### src/rtl/sdram_init_pkg.sv
package sdram_init_pkg;
  typedef enum logic [2:0] {
    CMD_INH, CMD_NOP, CMD_PRE, CMD_REF, CMD_MRS, CMD_EMRS
  } cmd_e;

  typedef struct packed {
    cmd_e cmd;
    logic ckeOn;
    logic doneOn;
  } strobe_t;
endpackage

### src/rtl/sdram_init_ctrl.sv
module sdram_init_ctrl
  import sdram_init_pkg::*;
#(
  parameter int PWRUP_CYC = 20000,
  parameter int T_RP      = 3,
  parameter int T_RC      = 7,
  parameter int T_MRD     = 2,
  parameter int REF_NUM   = 8
) (
  input  logic    clk,
  input  logic    rstN,
  input  logic    start,
  input  logic    mobileSel,
  output strobe_t stb
);
  localparam int CNT_W = $clog2(PWRUP_CYC + T_RP + T_RC + T_MRD + 1);
  localparam int REF_W = $clog2(REF_NUM + 1);

  typedef enum logic [3:0] {
    S_IDLE, S_PWRUP, S_CKEUP, S_NOP, S_PRE, S_WRP, S_REF, S_WRC,
    S_MRS, S_WMRD, S_EMRS, S_WEMRD, S_DONE
  } state_e;

  state_e             state;
  logic [CNT_W-1:0]   waitCnt;
  logic [REF_W-1:0]   refLeft;
  logic               mobileQ;
  logic               waitZero;

  assign waitZero = (waitCnt == '0);

  always_ff @(posedge clk or negedge rstN) begin
    if (!rstN) begin
      state   <= S_IDLE;
      waitCnt <= '0;
      refLeft <= '0;
      mobileQ <= 1'b0;
    end else begin
      case (state)
        S_IDLE: if (start) begin
          state   <= S_PWRUP;
          waitCnt <= CNT_W'(PWRUP_CYC - 1);
          mobileQ <= mobileSel;
        end
        S_PWRUP: if (waitZero) state <= S_CKEUP; else waitCnt <= waitCnt - 1'b1;
        S_CKEUP: state <= S_NOP;
        S_NOP:   state <= S_PRE;
        S_PRE: begin
          state   <= S_WRP;
          waitCnt <= CNT_W'(T_RP - 2);
          refLeft <= REF_W'(REF_NUM);
        end
        S_WRP: if (waitZero) state <= S_REF; else waitCnt <= waitCnt - 1'b1;
        S_REF: begin
          state   <= S_WRC;
          waitCnt <= CNT_W'(T_RC - 2);
          refLeft <= refLeft - 1'b1;
        end
        S_WRC: if (waitZero) state <= (refLeft == '0) ? S_MRS : S_REF;
               else waitCnt <= waitCnt - 1'b1;
        S_MRS: begin
          state   <= S_WMRD;
          waitCnt <= CNT_W'(T_MRD - 2);
        end
        S_WMRD: if (waitZero) state <= mobileQ ? S_EMRS : S_DONE;
                else waitCnt <= waitCnt - 1'b1;
        S_EMRS: begin
          state   <= S_WEMRD;
          waitCnt <= CNT_W'(T_MRD - 2);
        end
        S_WEMRD: if (waitZero) state <= S_DONE; else waitCnt <= waitCnt - 1'b1;
        S_DONE:  state <= S_DONE;
        default: state <= S_IDLE;
      endcase
    end
  end

  always_comb begin
    stb.ckeOn  = !(state == S_IDLE || state == S_PWRUP);
    stb.doneOn = (state == S_DONE);
    case (state)
      S_IDLE, S_PWRUP, S_CKEUP: stb.cmd = CMD_INH;
      S_PRE:                    stb.cmd = CMD_PRE;
      S_REF:                    stb.cmd = CMD_REF;
      S_MRS:                    stb.cmd = CMD_MRS;
      S_EMRS:                   stb.cmd = CMD_EMRS;
      default:                  stb.cmd = CMD_NOP;
    endcase
  end
endmodule

### src/rtl/sdram_init_dp.sv
module sdram_init_dp
  import sdram_init_pkg::*;
#(
  parameter int ADDR_W = 13,
  parameter int BA_W   = 2,
  parameter logic [BA_W-1:0] EXT_BANK = 2'b10
) (
  input  logic              clk,
  input  logic              rstN,
  input  strobe_t           stb,
  input  logic [ADDR_W-1:0] modeVal,
  input  logic [ADDR_W-1:0] extModeVal,
  output logic              cke,
  output logic              csN,
  output logic              rasN,
  output logic              casN,
  output logic              weN,
  output logic [BA_W-1:0]   ba,
  output logic [ADDR_W-1:0] addr,
  output logic              done
);
  localparam logic [ADDR_W-1:0] ALL_BANKS = ADDR_W'(1) << 10;

  logic [3:0]        pinNext;
  logic [BA_W-1:0]   baNext;
  logic [ADDR_W-1:0] addrNext;

  always_comb begin
    baNext   = '0;
    addrNext = '0;
    case (stb.cmd)
      CMD_NOP:  pinNext = 4'b0111;
      CMD_PRE: begin pinNext = 4'b0010; addrNext = ALL_BANKS; end
      CMD_REF:  pinNext = 4'b0001;
      CMD_MRS: begin pinNext = 4'b0000; addrNext = modeVal; end
      CMD_EMRS: begin pinNext = 4'b0000; addrNext = extModeVal; baNext = EXT_BANK; end
      default:  pinNext = 4'b1111;
    endcase
  end

  always_ff @(posedge clk or negedge rstN) begin
    if (!rstN) begin
      {csN, rasN, casN, weN} <= 4'b1111;
      cke  <= 1'b0;
      ba   <= '0;
      addr <= '0;
      done <= 1'b0;
    end else begin
      {csN, rasN, casN, weN} <= pinNext;
      cke  <= stb.ckeOn;
      ba   <= baNext;
      addr <= addrNext;
      done <= stb.doneOn;
    end
  end
endmodule

### src/rtl/sdram_init_seq.sv
module sdram_init_seq
  import sdram_init_pkg::*;
#(
  parameter int ADDR_W    = 13,
  parameter int BA_W      = 2,
  parameter logic [BA_W-1:0] EXT_BANK = 2'b10,
  parameter int PWRUP_CYC = 20000,
  parameter int T_RP      = 3,
  parameter int T_RC      = 7,
  parameter int T_MRD     = 2,
  parameter int REF_NUM   = 8
) (
  input  logic              clk,
  input  logic              rstN,
  input  logic              start,
  input  logic              mobileSel,
  input  logic [ADDR_W-1:0] modeVal,
  input  logic [ADDR_W-1:0] extModeVal,
  output logic              cke,
  output logic              csN,
  output logic              rasN,
  output logic              casN,
  output logic              weN,
  output logic [BA_W-1:0]   ba,
  output logic [ADDR_W-1:0] addr,
  output logic              done
);
  strobe_t stb;

  sdram_init_ctrl #(
    .PWRUP_CYC(PWRUP_CYC), .T_RP(T_RP), .T_RC(T_RC), .T_MRD(T_MRD), .REF_NUM(REF_NUM)
  ) u_ctrl (
    .clk(clk), .rstN(rstN), .start(start), .mobileSel(mobileSel), .stb(stb)
  );

  sdram_init_dp #(
    .ADDR_W(ADDR_W), .BA_W(BA_W), .EXT_BANK(EXT_BANK)
  ) u_dp (
    .clk(clk), .rstN(rstN), .stb(stb), .modeVal(modeVal), .extModeVal(extModeVal),
    .cke(cke), .csN(csN), .rasN(rasN), .casN(casN), .weN(weN),
    .ba(ba), .addr(addr), .done(done)
  );
endmodule

### config.mk
export PLATFORM = sky130hd
export DESIGN_NAME = sdram_init_seq
export DESIGN_NICKNAME = d
export VERILOG_FILES = /design/src/rtl/sdram_init_pkg.sv /design/src/rtl/sdram_init_ctrl.sv /design/src/rtl/sdram_init_dp.sv /design/src/rtl/sdram_init_seq.sv
export SDC_FILE = /design/constraint.sdc
export NUM_CORES = 1
export LEC_CHECK = 0
export ABC_AREA = 1
export BUFFER_PORTS_ARGS = -buffer_cell sky130_fd_sc_hd__buf_2
export CORE_AREA = 2 2 71 73
export CTS_CLUSTER_SIZE = 20
export DETAILED_ROUTE_END_ITERATION = 8
export DIE_AREA = 0 0 73 75
export PLACE_DENSITY = 0.74
export SYNTH_ARGS = -nofsm -noshare
export SYNTH_HDL_FRONTEND = slang
export SYNTH_SLANG_ARGS = --single-unit
### constraint.sdc
create_clock -name clk -period 1.64 [get_ports clk]
set_input_delay 0.246 -clock clk [delete_from_list [all_inputs] [get_ports clk]]
set_output_delay 0.246 -clock clk [all_outputs]
set_load 0.05 [all_outputs]
# == Word-level counts from Yosys, hierarchy flattened ==
# Cells that the tools add are included.
# totals
reg_bits,45
inputBits,30
output_inout_bits,21
wordCells,69
# op_classes
n_addsub,2
eq_ne,24
mux,17
reduce_logical,14
# ops
cell,count
15-bit one-hot mux with 5 select lines,1
4-bit one-hot mux with 13 select lines,1
13-bit one-hot mux with 3 select lines,1
15-bit 2-to-1 mux,2
4-bit 2-to-1 mux,7
"4-bit equality test, second input constant",5
"4-bit by 3-bit equality test with 1-bit output, second input constant",4
4-bit one-hot mux with 4 select lines,1
15-bit logical NOT,1
3-bit one-hot mux with 5 select lines,1
"15-bit by 1-bit subtractor with 15-bit output, second input constant",1
"2-bit by 1-bit != test with 1-bit output, second input constant",5
"4-bit by 2-bit equality test with 1-bit output, second input constant",2
4-bit logical NOT,2
4-bit one-hot mux with 2 select lines,1
"3-bit by 2-bit equality test with 1-bit output, second input constant",2
"3-bit equality test, second input constant",2
6-bit AND reduction,1
5-bit nonzero test,1
5-bit OR reduction,1
"4-bit by 1-bit equality test with 1-bit output, second input constant",1
"2-bit != test, second input constant",2
2-bit OR reduction,2
"4-bit by 1-bit subtractor with 4-bit output, second input constant",1
other kinds (9),9

# == Depth between registers and ports, before layout ==
# Gate-level depths: netlist (run 1).
# logic_depth
depth_word,6
mapped_depth,10
mapped_depth_nobuf,10

# == Modules after synthesis ==
# From an unflattened synthesis (run 1), not the netlist that was laid out.
# hier_totals
hier_cells,325
area_unflattened_um2,2418.6
# modules_own_cells
mod,instances,cells_per_inst,area_per_inst_um2,seq_area_each_um2
sdram_init_ctrl,1,244,1615.3,600.6
sdram_init_dp,1,81,803.3,505.5

# == Worst setup path after synthesis (run 1) ==
# Ideal clock, no wire load.
# synth_timing
path_kind,reg-to-reg
start,register u_ctrl.waitCnt[0]
end,register u_ctrl.waitCnt[9]
t_arrival_ns,1.391
required_time_ns,1.523
slack_ns,0.132
stages_incl_launch_ff,10
n_path_buf,0
path_cell_list,dfrtp_1 inv_1 ha_1 nand3_2 nor2_2 nand3_1 nand2_4 inv_2 nor2_1 nor2_1
# synth_via
elab_chain_cells,3
elab_cells_between_ends,6
cone_classes,1 x add/sub; 1 x eq/ne; 2 x mux; 2 x reduce/logical
# synth_lines
item,line_no,text
from (decl),sdram_init_ctrl.sv:25,logic [CNT_W-1:0] waitCnt;
from (signal assigned),sdram_init_ctrl.sv:42,waitCnt <= CNT_W'(PWRUP_CYC - 1);
from (signal assigned),sdram_init_ctrl.sv:50,waitCnt <= CNT_W'(T_RP - 2);
from (signal assigned),sdram_init_ctrl.sv:56,waitCnt <= CNT_W'(T_RC - 2);
15-bit by 1-bit subtractor with 15-bit output / 15-bit logical NOT (equally long branches),-,
15-bit 2-to-1 mux / 2-bit != test (equally long branches),-,
15-bit one-hot mux with 5 select lines / 3-bit AND reduction (equally long branches),-,
# Parallel ways exist; a longest one is shown, timed or not. The select of a mux whose other input is x is not followed.
# A chain may end at the register's enable or synchronous reset.

# == Worst setup path after layout (run 1) ==
# layout_timing
start,register u_ctrl.waitCnt[1]
end,register u_ctrl.state[2]
# layout_via
elab_chain_cells,3
elab_cells_between_ends,7
cone_classes,5 x eq/ne; 2 x reduce/logical
# layout_lines
item,line_no,text
15-bit logical NOT *,sdram_init_ctrl.sv:30,assign waitZero = (waitCnt == '0);
2-bit by 1-bit != test with 1-bit output (no line),-,
6-bit AND reduction (no line) *,-,
to (signal assigned),sdram_init_ctrl.sv:59,S_WRC: if (waitZero) state <= (refLeft == '0) ? S_MRS : S_REF;
to (signal assigned),sdram_init_ctrl.sv:65,S_WMRD: if (waitZero) state <= mobileQ ? S_EMRS : S_DONE;
to (decl),sdram_init_ctrl.sv:24,state_e state;
# Mark *: on every way between the ends. The rest lies on a longest branch, timed or not.

==> results.cfg, run 1 <==
[placement]
gp_congestion = 0.860
place_ws_ps = 23.6
hpwlAfterDp_mm = 3.73
placedInstanceArea_mm2 = 0.00269
dp_cells = 390
port_buffers = 49

[clock_tree]
clockRootBuffer = clkbuf_8
cts_tree = yes
clk_latency_ps = 300
numCtsBuffers = 5
cts.sinks = 44
htree_levels = 2
path_clk_slew_ps = 80
clk_path_buf_depth = 2

[grt]
grt_max_degree = 45
overflow = 0
grt_first_pass_wirelength_mm = 8.86
grt_util_met1_pct = 26.4
grt_use_met3_pct = 5.62
grt.busiest_layer = met2
antenna_found_initial = 0
use_met2_pct = 34.1
grt_util_all_layers_pct = 20.8
grt_pass1_vias = 2010

[synthesis]
synth_top_cells_by_count = nand2_1 (69), dfrtp_1 (40), nor2_1 (40)
synth.distinct_cells = 34
synth_area_leaders = dfrtp_1 (43%), nand2_1 (11%), nor2_1 (6.5%)
post-synth-top-area-cell = dfrtp_1
syn_area_mm2 = 0.00231
synth_warnings = 0
async_reset_ff_share_pct = 100
synth_flop_cell = dfrtp_1
synth_top_area_share_pct = 43.4
ys_seq_area_share_pct = 47.9
avgSynthCellArea_um2 = 8.19
ys_ff_latch = 44
synth.net_count = 315
synth_cells = 282
synthMostInstantiatedCell = nand2_1
synth_edf_count = 0

[die]
dieArea_mm2 = 0.00548
num_io_pins = 51
core-area_mm2 = 0.00466
die_height_um = 75
die_w_um = 73
row_count = 25
start_util_pct = 49.5

[worst_setup_path]
cp-end-kind = flip-flop
critPathTopFamily = flip-flops
crit_buf_inv = 1
crit_start = u_ctrl.waitCnt[1]
crit_chain = inv_1, ha_4, nand3_2, nor2_4, nand2_1, a21oi_2, o21ai_0
crit_fanout = 6
arrival_ps = 1690
r2r_cells = 7
crit_type = flip-flop to flip-flop
cp_slowest_cell = dfrtp_1
crit_required_ps = 1810
rrSetupSlack_ps = 120
start_kind = flip-flop
max_stage_delay_ps = 390
r2r-start = u_ctrl.waitCnt[1]
r2r_end = u_ctrl.state[2]

[timing]
hold_viol_final = 0
setup_ws_ps = 119
min_period_ps = 1520
skew_ps = 4.21
final_max_slew_viol_count = 0
fmax_mhz = 658
finalCritPeriodShare_pct = 92.7
setup_viol = 0
hold-worst-slack_ps = 160

[power]
power_density_mw_per_mm2 = 2070
p_leak_nw = 1.52
max-vdd-ir-drop_mv = 1.10

[route]
wl_mm = 5.11
vias_per_cell = 5.06
drt_iter0_drc = 113
via_count = 2022
wire_per_inst_um = 12.8
remaining_drc_errors = 0
drtAntennaViolNets = 0
dr.pass1.iters = 4

[finish]
final_util_pct = 61.2
layout.nets = 378
drive_above_1_share_pct = 28.0
diodes = 0
instances_no_fill = 400
final_area_mm2 = 0.00285
syn_to_final_growth_pct = 23.6

[min_path]
whs_path_depth = 2
holdPathEnd = u_dp.addr[1]
min_path_type = input pin to flip-flop
hold_start = extModeVal[1]

[run]
max_cap_violations = 0

[status]
status = finished clean
[cell usage in the layout (no fill, tap or decap), drive strengths merged]
cell	n
a21oi	8
a22oi	1
a31oi	2
a32o	12
and2	1
buf	62
bufinv	1
clkbuf	6
clkinv	1
conb	1
dfrtp	40
dfstp	4
dlygate4sd3	1
ha	3
inv	33
nand2	73
nand3	22
nand3b	1
nand4	1
nor2	48
nor3b	1
o211ai	1
o21ai	17
o22ai	1
o31ai	1
xnor2	1
xor2	3
[registers in the layout (all words and copies together) (netlist names)]
| name | count |
|---|---|
| u_dp.csN | 1 |
| u_ctrl.refLeft | 4 |
| u_dp.rasN | 1 |
| u_dp.ba | 1 |
| u_dp.cke | 1 |
| u_ctrl.state | 4 |
| u_dp.weN | 1 |
| u_ctrl.waitCnt | 15 |
| u_dp.done | 1 |
| u_dp.addr | 13 |
| u_ctrl.mobileQ | 1 |
| u_dp.casN | 1 |
[routing by layer]
metal	routed length (um)	vias up
met2	2400	55
met3	238	11
met5	0	-
met1	2390	916
met4	86	0
li1	-	1040
[logic make-up (layout without fill, tap and decap cells)]
group,Yosys count,count (layout),share of synthesized area [%]
compound gates,43,43,13.0
fa+ha+maj,3,3,1.63
xor+xnor,4,4,1.52
simple gates,147,147,28.5
other cells,1,1,0.162
buf+inv,40,104,7.37
flops,44,44,47.9
[layout make-up]
type | instances | area [um2]
fill | 401 | 1810
timing repair buffer | 63 | 378
clock inverter | 2 | 35.0
multi-input combinational | 198 | 1070
sequential | 44 | 1110
inverter | 33 | 124
clock buffer | 6 | 72.6
tap | 54 | 67.6
[worst max-delay path by stage]
stage / end / slack [ps] / depth (start not counted)
global placement: u_ctrl.waitCnt[9] / 70 / 9
detailed placement: u_ctrl.waitCnt[9] / 20 / 9
floorplan: u_ctrl.waitCnt[9] / 130 / 9
finish: u_ctrl.state[2] / 120 / 7
CTS: u_ctrl.waitCnt[9] / 8 / 9
global route: u_ctrl.waitCnt[9] / -5 / 9
[stage by stage]
stage | power, mW | TNS [ps]
final | 5.89 | 0
after global routing | 6.43 | -5.32
after CTS | 5.79 | 0
after detailed placement | 4.93 | 0
after global placement | 4.88 | 0
after floorplan | 4.08 | 0
[power breakdown]
group | leakage, nW | switching (mW) | total, mW | internal (mW)
Clock | 0.0552 | 0.371 | 0.823 | 0.452
Sequential | 0.561 | 0.304 | 1.78 | 1.48
Combinational | 0.905 | 2.11 | 3.29 | 1.17
Total | 1.52 | 2.79 | 5.89 | 3.10
[what timing repair did]
action	4_1_cts	5_1_grt
endpoints found under the setup margin	0	18
setup buffers	0	1
gates resized for setup	0	8
hold buffers	1	0
endpoints found under the hold margin	40	0
(Power assumes the default switching activity.)
==> run 2, diff against run 1 <==
==> constraint.sdc (replaced) <==
create_clock -name clk -period 1.64 [get_ports clk]
set_input_delay 0 -clock clk [delete_from_list [all_inputs] [get_ports clk]]
set_output_delay 0 -clock clk [all_outputs]
set_load 0.05 [all_outputs]
==> run 2 against run 1 <==
Net effect: cell area is 9.7% higher; register-to-register slack hardly changed; cell count is 6.8% higher; maximum frequency is 0.32% lower; clock power is 6.8% higher; combinational power is 2% higher; first-iteration DRC count is 8.0% lower; die area stayed put; clock-buffer cell count stayed put; sequential power hardly changed; worst hold slack worse by 120 ps; critical path type unchanged.
==> results.cfg, run 2 (synthesis gave the netlist of run 1 again) <==
[status]
status = finished clean

[timing]
setup_viol = 0
setup_ws_ps = 114
rsz0062_at_grt = no
skew_ps = 6.87
min_period_ps = 1530
fmax_mhz = 655
final_max_slew_viol_count = 0
finalCritPeriodShare_pct = 93.0
hold_viol_final = 0
final.setup.tns_ps = 0

[finish]
largest_reg_flops = 15
drive_above_1_share_pct = 26.5
syn_to_final_growth_pct = 35.6
layout.nets = 405
final_util_pct = 67.1
reg_top3 = u_ctrl.waitCnt x15, u_dp.addr x13
diodes = 0
final_cell_mix = nand2_1 (69), buf_2 (49), dfrtp_1 (40), nor2_1 (38)
final_common_cell = nand2_1
largest-register = u_ctrl.waitCnt

[route]
routed-wl-met3_um = 258
wl_mm = 5.88
wire_per_inst_um = 13.8
remaining_drc_errors = 0
drtAntennaViolNets = 0
dr.pass1.iters = 4
wl_met1_mm = 2.49
via_count = 2182
met2_length_mm = 3.00
vias_per_cell = 5.11
drt_iter0_drc = 104
top_layer = met4

[placement]
hpwlAfterDp_mm = 3.79
place_ws_ps = 40.4
gp_congestion = 0.876
port_buffers = 49

[power]
p_switching_mw = 2.82
p_clk_share_pct = 14.6
p_sw_share_pct = 47.0
power.internal_mw = 3.18
p_leak_nw = 1.64
power_density_mw_per_mm2 = 1920
max-vdd-ir-drop_mv = 0.878
pwr-share-comb_pct = 55.8
p_seq_share_pct = 29.6

[worst_setup_path]
max_stage_delay_ps = 390
crit_type = flip-flop to flip-flop
crit_required_ps = 1840
cp-end-kind = flip-flop
cp_slowest_cell = dfrtp_1
arrival_ps = 1730
start_kind = flip-flop
crit_chain = inv_1, ha_4, nand3_2, nor2_4, nand3_2, nand2_4, inv_2, nor2_1, nor2_1
crit_fanout = 10

[clock_tree]
htree_levels = 2
cts_tree = yes
cts_setup_buffers = 0
cts.sinks = 44
numCtsBuffers = 5
clk_path_buf_depth = 2
clockRootBuffer = clkbuf_8
path_clk_slew_ps = 90
clk_latency_ps = 300

[die]
start_util_pct = 49.5
row_count = 25
core-area_mm2 = 0.00466
num_io_pins = 51
die_height_um = 75
die_w_um = 73
dieArea_mm2 = 0.00548

[run]
max_cap_violations = 0

[min_path]
min_path_type = input pin to flip-flop

[grt]
overflow = 0
antenna_found_initial = 0
grt_first_pass_wirelength_mm = 9.80
grt_max_degree = 21
grt_pass1_vias = 2183
grt_util_all_layers_pct = 23.3
## run 2: cell count changes in the layout (fill, tap and decap cells not counted)
cell,delta
clkinv_4,+1
nor2_4,-1
a21oi_4,+1
nor2_2,+2
buf_12,-1
a21oi_2,-1
nor2_1,-1
clkinv_2,-1
clkbuf_1,-1
clkbuf_8,+1
buf_4,+1
dlygate4sd3_1,+27
## run 2: through the flow
stage          power [mW]  instance area, um2  hold WS [ps]  instances
2_1_floorplan        4.08                2310          -296        282
3_3_place_gp         4.88                2690         -19.0        391
3_5_place_dp         4.92                2690         -19.1        391
4_1_cts              5.86                3090          23.2        427
5_1_grt              6.52                3130          55.8        427
6_report             6.00                3130          42.0        427
## run 2: worst paths after layout
kind	start	endpoint	slack, ps	cells after the start
worst min register to register	u_ctrl.refLeft[3]	u_ctrl.refLeft[3]	500	1
worst min-delay path	start	u_ctrl.mobileQ	40	3
worst max register to register	u_ctrl.waitCnt[1]	u_ctrl.waitCnt[11]	110	9
min in group asynchronous	rstN	u_ctrl.waitCnt[13]	170	2
worst max-delay path	u_ctrl.waitCnt[1]	u_ctrl.waitCnt[11]	110	9
max in group asynchronous	rstN	u_dp.weN	850	3
## run 2: metal layers
layer	vias up	GRT usage [%]
met3	16	4.82
met5	-	0
met4	0	9.67
li1	1089	-
met2	65	39.6
met1	1012	29.2
## run 2: repair_timing
item | 4_1_cts | 5_1_grt
endpoints found under the hold margin | 32 | 0
hold buffers | 28 | 0
resized for setup | 0 | 9
endpoints found under the setup margin | 0 | 18
## run 2: area by class of cell
cell class	instances	area (um2)
fill	350	1530
tap	54	67.6
clock buffer	6	82.6
sequential	44	1110
timing repair buffer	90	636
multi-input combinational	198	1070
inverter	33	124
clock inverter	2	38.8
## run 2: power groups by stage
stage | Sequential, mW | Combinational (mW) | Clock, mW
global route | 1.83 | 3.76 | 0.932
CTS | 1.77 | 3.19 | 0.896
floorplan | 2.02 | 2.06 | 0
finish | 1.78 | 3.35 | 0.879
detailed placement | 1.79 | 3.13 | 0
global placement | 1.79 | 3.09 | 0
## run 2: worst max-delay path: cells and delay by family, from the launching register on
kind	cells	cell delay, ps
AND/OR/NAND/NOR	6	630
flip-flops	1	390
buffers and inverters	2	230
adder cells (fa/ha/maj)	1	170
